[src/rtl/lic_pkg.sv]
package lic_pkg;

    // Byte offsets of the mapped registers (behaviour depends on these)
    localparam logic [11:0] OFS_ID     = 12'h020;
    localparam logic [11:0] OFS_EOI    = 12'h0B0;
    localparam logic [11:0] OFS_SPUR   = 12'h0F0;
    localparam logic [11:0] OFS_CMD_LO = 12'h300;
    localparam logic [11:0] OFS_CMD_HI = 12'h310;

    localparam int DATA_W = 32;
    localparam int ID_W   = 8;
    localparam int VEC_W  = 8;

    typedef enum logic [2:0] {
        DM_FIXED  = 3'b000,
        DM_LOWEST = 3'b001,
        DM_SMI    = 3'b010,
        DM_RSV3   = 3'b011,
        DM_NMI    = 3'b100,
        DM_INIT   = 3'b101,
        DM_START  = 3'b110,
        DM_RSV7   = 3'b111
    } dlv_mode_e;

    typedef enum logic [1:0] {
        SH_NONE    = 2'b00,
        SH_SELF    = 2'b01,
        SH_ALL_INC = 2'b10,
        SH_ALL_EXC = 2'b11
    } short_e;

    typedef enum logic [2:0] {
        SEL_NONE,
        SEL_ID,
        SEL_EOI,
        SEL_SPUR,
        SEL_CMD_LO,
        SEL_CMD_HI
    } reg_sel_e;

    typedef struct packed {
        short_e             shorthand;
        logic               trigger;
        logic               level;
        logic               logical;
        dlv_mode_e          mode;
        logic [VEC_W-1:0]   vector;
    } ipi_ctl_t;

    typedef struct packed {
        logic [ID_W-1:0]    dest;
        ipi_ctl_t           ctl;
    } ipi_msg_t;

    // Low command word image: control fields plus the pending status
    function automatic logic [DATA_W-1:0] pack_cmd_lo(input ipi_ctl_t c, input logic pend);
        return {12'h000, c.shorthand, 2'b00, c.trigger, c.level, 1'b0,
                pend, c.logical, c.mode, c.vector};
    endfunction

    // Spurious/enable word: low nibble of the vector always reads as ones
    function automatic logic [DATA_W-1:0] pack_spur(input logic en, input logic [3:0] vhi);
        return {23'h0, en, vhi, 4'hF};
    endfunction

endpackage

[src/rtl/lic_addr_dec.sv]
module lic_addr_dec
    import lic_pkg::*;
#(
    parameter int ADDR_W = 12
) (
    input  logic [ADDR_W-1:0] addr,
    output reg_sel_e          sel
);
    localparam logic [ADDR_W-1:0] A_ID  = ADDR_W'(OFS_ID);
    localparam logic [ADDR_W-1:0] A_EOI = ADDR_W'(OFS_EOI);
    localparam logic [ADDR_W-1:0] A_SP  = ADDR_W'(OFS_SPUR);
    localparam logic [ADDR_W-1:0] A_LO  = ADDR_W'(OFS_CMD_LO);
    localparam logic [ADDR_W-1:0] A_HI  = ADDR_W'(OFS_CMD_HI);

    always_comb begin
        if      (addr == A_ID)  sel = SEL_ID;
        else if (addr == A_EOI) sel = SEL_EOI;
        else if (addr == A_SP)  sel = SEL_SPUR;
        else if (addr == A_LO)  sel = SEL_CMD_LO;
        else if (addr == A_HI)  sel = SEL_CMD_HI;
        else                    sel = SEL_NONE;
    end
endmodule

[src/rtl/lic_local_cfg.sv]
module lic_local_cfg
    import lic_pkg::*;
(
    input  logic             clk,
    input  logic             rst,
    input  logic             wr_id,
    input  logic             wr_spur,
    input  logic [ID_W-1:0]  id_in,
    input  logic             en_in,
    input  logic [3:0]       vhi_in,
    output logic [ID_W-1:0]  id_q,
    output logic             en_q,
    output logic [3:0]       vhi_q
);
    always_ff @(posedge clk) begin
        if (rst) begin
            id_q  <= '0;
            en_q  <= 1'b0;
            vhi_q <= 4'h0;
        end else begin
            if (wr_id) begin
                id_q <= id_in;
            end
            if (wr_spur) begin
                en_q  <= en_in;
                vhi_q <= vhi_in;
            end
        end
    end
endmodule

[src/rtl/lic_ipi_cmd.sv]
module lic_ipi_cmd
    import lic_pkg::*;
(
    input  logic             clk,
    input  logic             rst,
    input  logic             wr_lo,
    input  logic             wr_hi,
    input  logic             enabled,
    input  ipi_ctl_t         ctl_in,
    input  logic [ID_W-1:0]  dest_in,
    input  logic             ready,
    output logic             pending,
    output ipi_msg_t         msg,
    output logic [ID_W-1:0]  hi_dest
);
    logic launch;
    logic accept;

    assign launch = wr_lo && enabled && !pending;
    assign accept = pending && ready;

    always_ff @(posedge clk) begin
        if (rst) begin
            hi_dest <= '0;
        end else if (wr_hi) begin
            hi_dest <= dest_in;
        end
    end

    always_ff @(posedge clk) begin
        if (rst) begin
            pending <= 1'b0;
            msg     <= '0;
        end else if (launch) begin
            pending  <= 1'b1;
            msg.ctl  <= ctl_in;
            msg.dest <= hi_dest;
        end else if (accept) begin
            pending <= 1'b0;
        end
    end
endmodule

[src/rtl/lic_regfile.sv]
module lic_regfile
    import lic_pkg::*;
#(
    parameter int ADDR_W = 12
) (
    input  logic              clk,
    input  logic              rst,
    input  logic              bus_wr,
    input  logic              bus_rd,
    input  logic [ADDR_W-1:0] bus_addr,
    input  logic [31:0]       bus_wdata,
    output logic [31:0]       bus_rdata,
    output logic              eoi_pulse,
    output logic              ipi_valid,
    input  logic              ipi_ready,
    output logic [7:0]        ipi_vector,
    output logic [2:0]        ipi_mode,
    output logic              ipi_logical,
    output logic              ipi_level,
    output logic              ipi_trigger,
    output logic [1:0]        ipi_shorthand,
    output logic [7:0]        ipi_dest
);
    reg_sel_e          sel;
    logic [ID_W-1:0]   id_q;
    logic              cfg_en;
    logic [3:0]        vhi_q;
    logic              pend;
    ipi_msg_t          msg;
    logic [ID_W-1:0]   hi_dest;
    ipi_ctl_t          ctl_in;
    logic [DATA_W-1:0] rd_word;
    logic              unused_wdata;

    assign unused_wdata = ^{bus_wdata[23:20], bus_wdata[17:16], bus_wdata[13:12]};

    always_comb begin
        ctl_in.vector    = bus_wdata[7:0];
        ctl_in.mode      = dlv_mode_e'(bus_wdata[10:8]);
        ctl_in.logical   = bus_wdata[11];
        ctl_in.level     = bus_wdata[14];
        ctl_in.trigger   = bus_wdata[15];
        ctl_in.shorthand = short_e'(bus_wdata[19:18]);
    end

    lic_addr_dec #(.ADDR_W(ADDR_W)) u_dec (
        .addr (bus_addr),
        .sel  (sel)
    );

    lic_local_cfg u_cfg (
        .clk     (clk),
        .rst     (rst),
        .wr_id   (bus_wr && sel == SEL_ID),
        .wr_spur (bus_wr && sel == SEL_SPUR),
        .id_in   (bus_wdata[31:24]),
        .en_in   (bus_wdata[8]),
        .vhi_in  (bus_wdata[7:4]),
        .id_q    (id_q),
        .en_q    (cfg_en),
        .vhi_q   (vhi_q)
    );

    lic_ipi_cmd u_cmd (
        .clk     (clk),
        .rst     (rst),
        .wr_lo   (bus_wr && sel == SEL_CMD_LO),
        .wr_hi   (bus_wr && sel == SEL_CMD_HI),
        .enabled (cfg_en),
        .ctl_in  (ctl_in),
        .dest_in (bus_wdata[31:24]),
        .ready   (ipi_ready),
        .pending (pend),
        .msg     (msg),
        .hi_dest (hi_dest)
    );

    always_comb begin
        unique case (sel)
            SEL_ID:     rd_word = {id_q, 24'h0};
            SEL_SPUR:   rd_word = pack_spur(cfg_en, vhi_q);
            SEL_CMD_LO: rd_word = pack_cmd_lo(msg.ctl, pend);
            SEL_CMD_HI: rd_word = {hi_dest, 24'h0};
            default:    rd_word = '0;
        endcase
    end

    always_ff @(posedge clk) begin
        if (rst) begin
            bus_rdata <= '0;
            eoi_pulse <= 1'b0;
        end else begin
            if (bus_rd) begin
                bus_rdata <= rd_word;
            end
            eoi_pulse <= bus_wr && (sel == SEL_EOI);
        end
    end

    assign ipi_valid     = pend;
    assign ipi_vector    = msg.ctl.vector;
    assign ipi_mode      = msg.ctl.mode;
    assign ipi_logical   = msg.ctl.logical;
    assign ipi_level     = msg.ctl.level;
    assign ipi_trigger   = msg.ctl.trigger;
    assign ipi_shorthand = msg.ctl.shorthand;
    assign ipi_dest      = msg.dest;
endmodule

[config.mk]
export PLATFORM = sky130hd
export DESIGN_NAME = lic_regfile
export DESIGN_NICKNAME = d
export VERILOG_FILES = /design/src/rtl/lic_pkg.sv /design/src/rtl/lic_addr_dec.sv /design/src/rtl/lic_local_cfg.sv /design/src/rtl/lic_ipi_cmd.sv /design/src/rtl/lic_regfile.sv
export SDC_FILE = /design/constraint.sdc
export NUM_CORES = 1
export LEC_CHECK = 0
export ABC_AREA = 0
export BUFFER_PORTS_ARGS = -buffer_cell sky130_fd_sc_hd__buf_4
export CAP_MARGIN = 15
export CORE_UTILIZATION = 49
export DETAILED_ROUTE_END_ITERATION = 10
export PLACE_DENSITY = 0.83
export SKIP_CTS_REPAIR_TIMING = 1
export SLEW_MARGIN = 30
export SYNTH_ARGS = -nofsm -noshare
export SYNTH_HDL_FRONTEND = slang
export SYNTH_SLANG_ARGS = --single-unit
export TNS_END_PERCENT = 5
[constraint.sdc]
create_clock -name clk -period 2.9 [get_ports clk]
set_clock_uncertainty 0.2 [all_clocks]
set_input_delay 0.58 -clock clk [delete_from_list [all_inputs] [get_ports clk]]
set_output_delay 0.58 -clock clk [all_outputs]
set_load 0.01 [all_outputs]
## Yosys cells after proc, flatten, opt, wreduce, memory -nomap -nowiden

Index checks and enable logic that the tools add are counted.

| storage, ports and cells | value |
|---|---|
| RAM bits | 0 |
| bits in latches | 0 |
| output and inout bits | 58 |
| bits in read-only memories | 0 |
| memories | 0 |
| register bits | 79 |
| logic and storage cells | 42 |

| cells by class | value |
|---|---|
| reductions and logical operators | 10 |
| bitwise operators | 0 |
| order comparisons | 0 |
| multiplexer cells | 8 |
| equality and inequality tests | 10 |
| shifts and indexed selects | 0 |
| multipliers | 0 |
| div/mod/pow operators | 0 |
| add/sub/neg operators | 0 |

Operators with widths:

| cell | number |
|---|---|
| $pmux W32 S4 | 1 |
| $eq A12 B10 Y1 const B | 2 |
| $eq A12 B8 Y1 const B | 2 |
| $mux W3 | 5 |
| $eq A12 B6 Y1 const B | 1 |
| $logic_and A1 B1 Y1 | 8 |
| $eq A3 B2 Y1 const B | 2 |
| $eq A3 B3 Y1 const B | 2 |
| $eq A3 B1 Y1 const B | 1 |
| $mux W1 | 2 |
| $reduce_bool A2 Y1 | 1 |
| $logic_not A1 Y1 | 1 |

## Longest topological paths before layout

Gate-level depths: netlist (run 1).

| depth | value |
|---|---|
| word-level depth | 11 |
| gate-level depth with buffers | 7 |

## By module

From an unflattened synthesis (run 1), not the netlist that was laid out.

| unflattened totals | value |
|---|---|
| cells, all modules | 333 |
| area, all modules | 3206.8 um^2 |

By module, submodules not included:

| module | sequential area each (um^2) | cells each | area an instance (um^2) | instances |
|---|---|---|---|---|
| lic_ipi_cmd | 660.6 | 134 | 1420.1 | 1 |
| lic_regfile | 520.5 | 142 | 1226.2 | 1 |
| lic_local_cfg | 260.2 | 42 | 462.9 | 1 |
| lic_addr_dec | 0.0 | 15 | 97.6 | 1 |

## Worst setup path after synthesis (run 1)

OpenSTA, ideal clock, no wires.

| timing | value |
|---|---|
| path kind | input port to flip-flop |
| from | input port bus_addr[3] |
| to | register, netlist name u_cmd.msg[15] |
| path slack | 0.432 ns |
| cell stages on the path | 7 |
| buffers on the path | 3 |
| arrival | 2.136 ns |
| library setup time | 0.132 ns |
| cell sequence | or4_4 -> buf_6 -> or4_1 -> buf_2 -> buf_6 -> nand2_1 -> a21oi_1 |

| on the way | value |
|---|---|
| cells in the longest elaborated chain, start to end | 10 |

RTL lines:

| item | line | text |
|---|---|---|
| start, declared | lic_regfile.sv:10 | `input logic [ADDR_W-1:0] bus_addr,` |
| $eq A12 B10 Y1 | lic_addr_dec.sv:20 | `else if (addr == A_HI) sel = SEL_CMD_HI;` |
| $mux W3 | lic_addr_dec.sv:20 |  |
| $mux W3 | lic_addr_dec.sv:19 | `else if (addr == A_LO) sel = SEL_CMD_LO;` |
| $mux W3 | lic_addr_dec.sv:18 | `else if (addr == A_SP) sel = SEL_SPUR;` |
| $mux W3 | lic_addr_dec.sv:17 | `else if (addr == A_EOI) sel = SEL_EOI;` |
| $mux W3 * | lic_addr_dec.sv:16 | `if (addr == A_ID) sel = SEL_ID;` |
| $eq A3 B3 Y1 * | lic_regfile.sv:67 | `.wr_lo (bus_wr && sel == SEL_CMD_LO),` |
| $logic_and A1 B1 Y1 * | lic_regfile.sv:67 |  |
| $logic_and A1 B1 Y1 * (2 in a row) | lic_ipi_cmd.sv:19 | `assign launch = wr_lo && enabled && !pending;` |

Every way passes the cells marked *; elsewhere a longest branch is shown, timed or not.
A chain may end at the register's enable or synchronous reset.

## Worst setup path after layout (run 1)

| timing | value |
|---|---|
| from | input port bus_addr[3] |
| to | register, netlist name u_cmd.msg[2] |

| on the way | value |
|---|---|
| cells in the longest elaborated chain, start to end | 10 |

RTL lines:

| item | line |
|---|---|
| $eq A12 B10 Y1 | lic_addr_dec.sv:20 |
| $mux W3 | lic_addr_dec.sv:20 |
| $mux W3 | lic_addr_dec.sv:19 |
| $mux W3 | lic_addr_dec.sv:18 |
| $mux W3 | lic_addr_dec.sv:17 |
| $mux W3 * | lic_addr_dec.sv:16 |
| $eq A3 B3 Y1 * | lic_regfile.sv:67 |
| $logic_and A1 B1 Y1 * | lic_regfile.sv:67 |
| $logic_and A1 B1 Y1 * (2 in a row) | lic_ipi_cmd.sv:19 |

Marked as above.

==> metrics.csv, run 1 <==
metric,value,unit
clk_pin_slew,0.07,ns
switching_share,21.5,%
post-route-util,67.8,%
cts_tree,built,
drtPass1Iterations,4,
ys_types,32,
antennaDiodeCount,0,
netlist_top_cells_area,"dfxtp_1 49%, nand2_1 7.3%, a21oi_1 6.5%, mux2i_1 5.5%, nor2_1 4.4%",
syn-instance-count,328,
setup_violations,0,
htreeDepth,3,
num_rows,27,
hpwl,4.85,mm
crit_arrival,2.31,ns
use_met3,9.54,%
dieHeight,79.2,um
chipWidth,79.2,um
rr_startpoint,u_cmd.pending,
whs_endpoint,u_cmd.msg[19],
fin_nets,466,
seq_power_share,51.8,%
ys.flop_type,dfxtp_1,
p_sw,0.000410,W
cp_max_fo,25,
cts_made_buffers,9,
ios,107,
multiInputGateArea,1350,um^2
drv_slew,0,
drv_cap,0,
grt_start_max_net_pins,73,
rrSetupSlack,0.61,ns
dieArea,6280,um^2
area_delta_synth_final,31.0,%
p_clk_share,43.1,%
total_leakage_power,1.50,nW
viasPerCell,5.38,
ys_async_sr_fraction,0,%
grt_pass1_vias,2484,
cts_root_buf,clkbuf_8,
crit_required,2.89,ns
p_per_area,498,nW/um^2
use_met1,27.2,%
crit_type,input port to register,
use_met2,39.3,%
start_util,51.8,%
rsz0062_at_grt,false,
worstRegToRegCells,5,
fin_setup_tns,0,ns
fmax,0.433,GHz
internal-power,0.00150,W
yosysSeqAreaShare,49.3,%
vias,2651,
place.gp.congestion,0.748,
start_kind,input port,
cts_sinks,72,
synth_edf_count,0,
endpoint_kind,register,
overflow,0,
min_path_type,register to register,
wl_per_cell,14.9,um
area.sequential,1440,um^2
finalPower,0.00191,W
peakVddDrop,367,uV
insertion_delay,0.34,ns
fin_crit_sh,79.7,%
layout_common_cells,"99 x buf_4, 72 x dfxtp_1, 57 x nand2_1",
final_common_cell,buf_4,
slew_headroom,52.0,%
ys_ff_latch,72,
grt_pass1_wl,11.3,mm
core,5640,um^2
top_usage_layer,met2,
syn_area,2920,um^2
comb_power_share,5.1,%
holdCritStartpoint,u_cmd.msg[19],
finalCriticalPeriod,2.31,ns
yosys.area.top_type,dfxtp_1,
drt_wl_total,7.34,mm
drc_errors,0,
track_usage,23.6,%
ant_nets,0,
outcome,finished clean,
synth.avg_cell_area,8.91,um^2
hold_depth,2,
cts.path.max_buffers,2,
ys_warn_count,0,
drive_gt1_share,29.7,%
synth_top_cell_area_share,49.3,%
worst_pin_slew,0.720,ns
hold_violations,0,
r2r_end,u_cmd.msg[2],
antenna_found_initial,0,
fillers,480,
drtIter0Drc,136,
numPortBuffers,91,
## worst max-delay path: stages
cell and delay (ns):
buf_4 0.11, or4_4 0.65, or4_1 0.53, buf_4 0.24, nand2_1 0.12, a21oi_1 0.06
## per-layer routing
metal	part of all wire [%]	wire, um
met3	9.1	666
met2	49	3630
met5	0	0
met1	41	3010
met4	0.52	38
## registers in the layout, indices dropped and copies added, names as in the netlist
register       cells
u_cmd.msg         24
u_cmd.hi_dest      8
u_cfg.vhi_q        4
u_cfg.id_q         8
u_cfg.en_q         1
bus_rdata         25
u_cmd.pending      1
eoi_pulse          1
## how the worst max path moves through the flow
| stage | end | slack, ns | start |
|---|---|---|---|
| 3_5_place_dp | u_cmd.msg[10] | 0.25 | bus_addr[3] |
| 5_1_grt | u_cmd.msg[2] | 0.53 | u_cmd.pending |
| 4_1_cts | u_cmd.msg[2] | 0.60 | bus_addr[3] |
| 6_report | u_cmd.msg[2] | 0.59 | bus_addr[3] |
| 2_1_floorplan | u_cmd.msg[15] | 0.43 | bus_addr[3] |
| 3_3_place_gp | u_cmd.msg[12] | 0.29 | bus_addr[3] |
## cell usage after synthesis (5+ instances only)
cell type   n
nand2_1    57
a221oi_1    8
clkbuf_1   12
dfxtp_1    72
mux2i_1    16
buf_4       8
a31oi_1     9
nand4_1     6
nor2_1     34
nand2b_1   10
nand3_1     8
nor2b_1    16
a21oi_1    38
o21ai_0     5
## cell families (layout without fill, tap and decap cells)
family | after synthesis | count (layout) | synth area share (%)
and+or+nand+nor | 152 | 152 | 28.0
AOI/OAI and AO/OA | 60 | 60 | 11.7
DFF | 72 | 72 | 49.3
muxes | 16 | 16 | 5.48
other | 1 | 7 | 0.128
buffers and inverters | 27 | 114 | 5.39
## stage by stage
step	setup slack [ns]	cells	hold WS, ns	area, um^2
final	0.588	493	0.254	3830
after global routing	0.533	493	0.275	3830
after CTS	0.595	493	0.258	3830
after detailed placement	0.249	478	0.248	3620
after global placement	0.289	478	0.241	3620
after floorplan	0.432	334	0.248	2950
## final cells by class
class | instances | area share (%)
flip-flops and latches | 72 | 37.7
multi-input cells | 235 | 35.2
repair buffers | 99 | 19.4
clock buffers | 13 | 4.41
well taps | 72 | 2.35
clock inverters | 2 | 0.981
## power by group through the flow
stage / Combinational (W) / Sequential, W / Clock [W]
3_3_place_gp: 0.0000939 / 0.00101 / 0
5_1_grt: 0.000103 / 0.000987 / 0.000879
2_1_floorplan: 0.0000471 / 0.00101 / 0
3_5_place_dp: 0.0000951 / 0.00101 / 0
4_1_cts: 0.0000957 / 0.000988 / 0.000829
6_report: 0.0000963 / 0.000988 / 0.000821
Power figures use the tool's default switching activity.
==> run 2, diff against run 1 <==
- ABC_AREA: 0 -> 1
- CORE_UTILIZATION: 49 -> 51
- PLACE_DENSITY: 0.83 -> 0.84
- clock period: 2.9 -> 2.39 ns (I/O delays scaled with it)
==> metrics.csv, run 2 <==
metric,value,unit
ys_warn_count,0,
yosys.area.top_type,dfxtp_1,
largest_registers,"bus_rdata x25, u_cmd.msg x24",
synth_edf_count,0,
num_rows,29,
fin_setup_tns,0,ns
cts_made_buffers,9,
startpoint,bus_addr[1],
yosys.area_share.simple,33.1,%
rr_startpoint,u_cmd.pending,
dieArea,6910,um^2
synth-compound-area-share,10.1,%
ys_async_sr_fraction,0,%
wl_per_cell,12.8,um
cts_sinks,72,
peakVddDrop,435,uV
overflow,0,
min_path_type,input port to register,
internal-power,0.00195,W
htreeDepth,3,
synth-xor-area-share,0,%
path_delay_family,simple AND/OR/NAND/NOR gates,
setup_violations,0,
clk_pin_slew,0.08,ns
r2r_end,u_cmd.msg[10],
ant_nets,0,
crit_buf_inv,2,
chipWidth,83.1,um
hold_violations,0,
drive_gt1_share,26.4,%
hold_depth,4,
endpoint,u_cmd.msg[10],
netlist_top_cells_area,"dfxtp_1 43%, nand2_1 11%, inv_1 8.3%, nand3_1 7.6%, a21oi_1 7.0%",
core,6350,um^2
area_delta_synth_final,29.0,%
rrSetupSlack,0.87,ns
numPortBuffers,91,
crit_chain,buf_4 -> nor2_2 -> nand2_4 -> nor2_8 -> and2_1 -> buf_4 -> nand3b_1 -> nand2_1 -> nor2_1,
syn_area,3360,um^2
start_kind,input port,
fin_crit_sh,75.8,%
path_common_cell,buf_4,
drv_slew,0,
switching_share,21.4,%
largest-register,bus_rdata,
drtIter0Drc,200,
crit_required,2.44,ns
worst_pin_slew,0.553,ns
finalCriticalPeriod,1.81,ns
cp_max_fo,27,
start_util,52.9,%
fillers,539,
cp.depth,9,
slew_headroom,63.0,%
crit_type,input port to register,
p_clk_share,45.8,%
synth_fa_ha_area_share,0,%
synth_common_cells,"97 x nand2_1, 74 x inv_1, 72 x dfxtp_1",
ys_types,26,
grt_pass1_wl,13.8,mm
synth.avg_cell_area,7.04,um^2
place.gp.congestion,0.855,
insertion_delay,0.35,ns
viasPerCell,5.13,
largest_reg_flops,25,
seq_power_share,48.3,%
slowest_delay,0.32,ns
drtPass1Iterations,4,
post-route-util,68.2,%
cts_tree,built,
layout_common_cells,"100 x buf_4, 97 x nand2_1, 74 x inv_1",
hpwl,5.76,mm
drc_errors,0,
outcome,finished clean,
final_common_cell,buf_4,
drt_wl_total,8.26,mm
muxShareOfSynthArea,0,%
comb_power_share,5.9,%
cts_root_buf,clkbuf_8,
vias,3314,
endpoint_kind,register,
ys.flop_type,dfxtp_1,
p_per_area,572,nW/um^2
yosysMostFrequentCell,nand2_1,
syn-instance-count,477,
fin_nets,614,
grt_pass1_vias,3091,
drv_cap,0,
track_usage,25.0,%
grt_start_max_net_pins,39,
yosysSeqAreaShare,42.9,%
antennaDiodeCount,0,
crit_slowest_cell,buf_4,
total_leakage_power,1.98,nW
dieHeight,83.1,um
fmax,0.552,GHz
crit_arrival,1.86,ns
antenna_found_initial,0,
ys_ff_latch,72,
synth_top_cell_area_share,42.9,%
rsz0062_at_grt,false,
p_sw,0.000530,W
worstRegToRegCells,5,
cts.path.max_buffers,2,
synth_top_family_by_area,simple AND/OR/NAND/NOR gates,
ios,107,
-- run 2: cell types whose count changed in the layout (fill, tap and decap cells not counted), sizes merged, moves of 9 or more --
cell / before / now
mux2i: 16 / 0
inv: 0 / 76
nand3b: 0 / 16
nor2b: 16 / 0
a31oi: 9 / 0
nand2b: 10 / 0
nand3: 8 / 51
a21oi: 38 / 47
nand2: 57 / 119
o21ai: 5 / 21
-- run 2: kinds of logic after synthesis --
family | Yosys count
buf+inv | 108
flops | 72
simple gates | 228
compound gates | 68
other cells | 1
-- run 2: how the worst min path moves through the flow --
| stage | end | from | slack, ns |
|---|---|---|---|
| 3_3_place_gp | u_cfg.vhi_q[3] | u_cfg.vhi_q[3] | 0.23 |
| 2_1_floorplan | u_cfg.vhi_q[3] | u_cfg.vhi_q[3] | 0.22 |
| 3_5_place_dp | u_cfg.id_q[3] | u_cfg.id_q[3] | 0.24 |
| 5_1_grt | u_cmd.pending | ipi_ready | 0.19 |
| 6_report | u_cmd.pending | ipi_ready | 0.18 |
| 4_1_cts | u_cmd.pending | ipi_ready | 0.18 |
-- run 2: worst reg2reg max path: stages (launching register included) --
cell     delay [ns]
dfxtp_1        0.38
nor3b_4        0.30
nand2_4        0.29
nand2_2        0.12
inv_1          0.05
nor2_1         0.11
-- run 2: area by class of cell --
class	instances	area (um^2)	share of cell area, %
sequential	72	1440	33.3
inverter	77	289	6.67
timing repair buffer	102	791	18.3
clock inverter	6	109	2.51
multi-input combinational	303	1480	34.2
clock buffer	9	124	2.86
tap	77	96.3	2.22
-- run 2: power by group through the flow --
| stage | registers [W] | logic, W | clock network [W] |
|---|---|---|---|
| after floorplan | 0.00123 | 0.0000770 | 0 |
| after global placement | 0.00123 | 0.000142 | 0 |
| after detailed placement | 0.00123 | 0.000145 | 0 |
| after CTS | 0.00120 | 0.000146 | 0.00115 |
| after global routing | 0.00120 | 0.000161 | 0.00121 |
| final | 0.00120 | 0.000147 | 0.00114 |
-- run 2: stage by stage --
| stage | instances | instance area [um^2] | power [W] | hold WS [ns] | worst slack [ns] |
|---|---|---|---|---|---|
| floorplan | 483 | 3380 | 0.00130 | 0.224 | 0.600 |
| global placement | 631 | 4100 | 0.00137 | 0.230 | 0.264 |
| detailed placement | 631 | 4100 | 0.00137 | 0.236 | 0.237 |
| CTS | 646 | 4330 | 0.00249 | 0.176 | 0.577 |
| global route | 646 | 4330 | 0.00257 | 0.189 | 0.496 |
| finish | 646 | 4330 | 0.00248 | 0.182 | 0.577 |
-- run 2: per-layer routing --
metal  wire (um)  GRT usage [%]  share of wire [%]
met1        3300           29.5                 40
met2        4130           43.5                 50
met3         610           5.17                7.4
met4         218           11.3                2.6
met5           0              0                  0
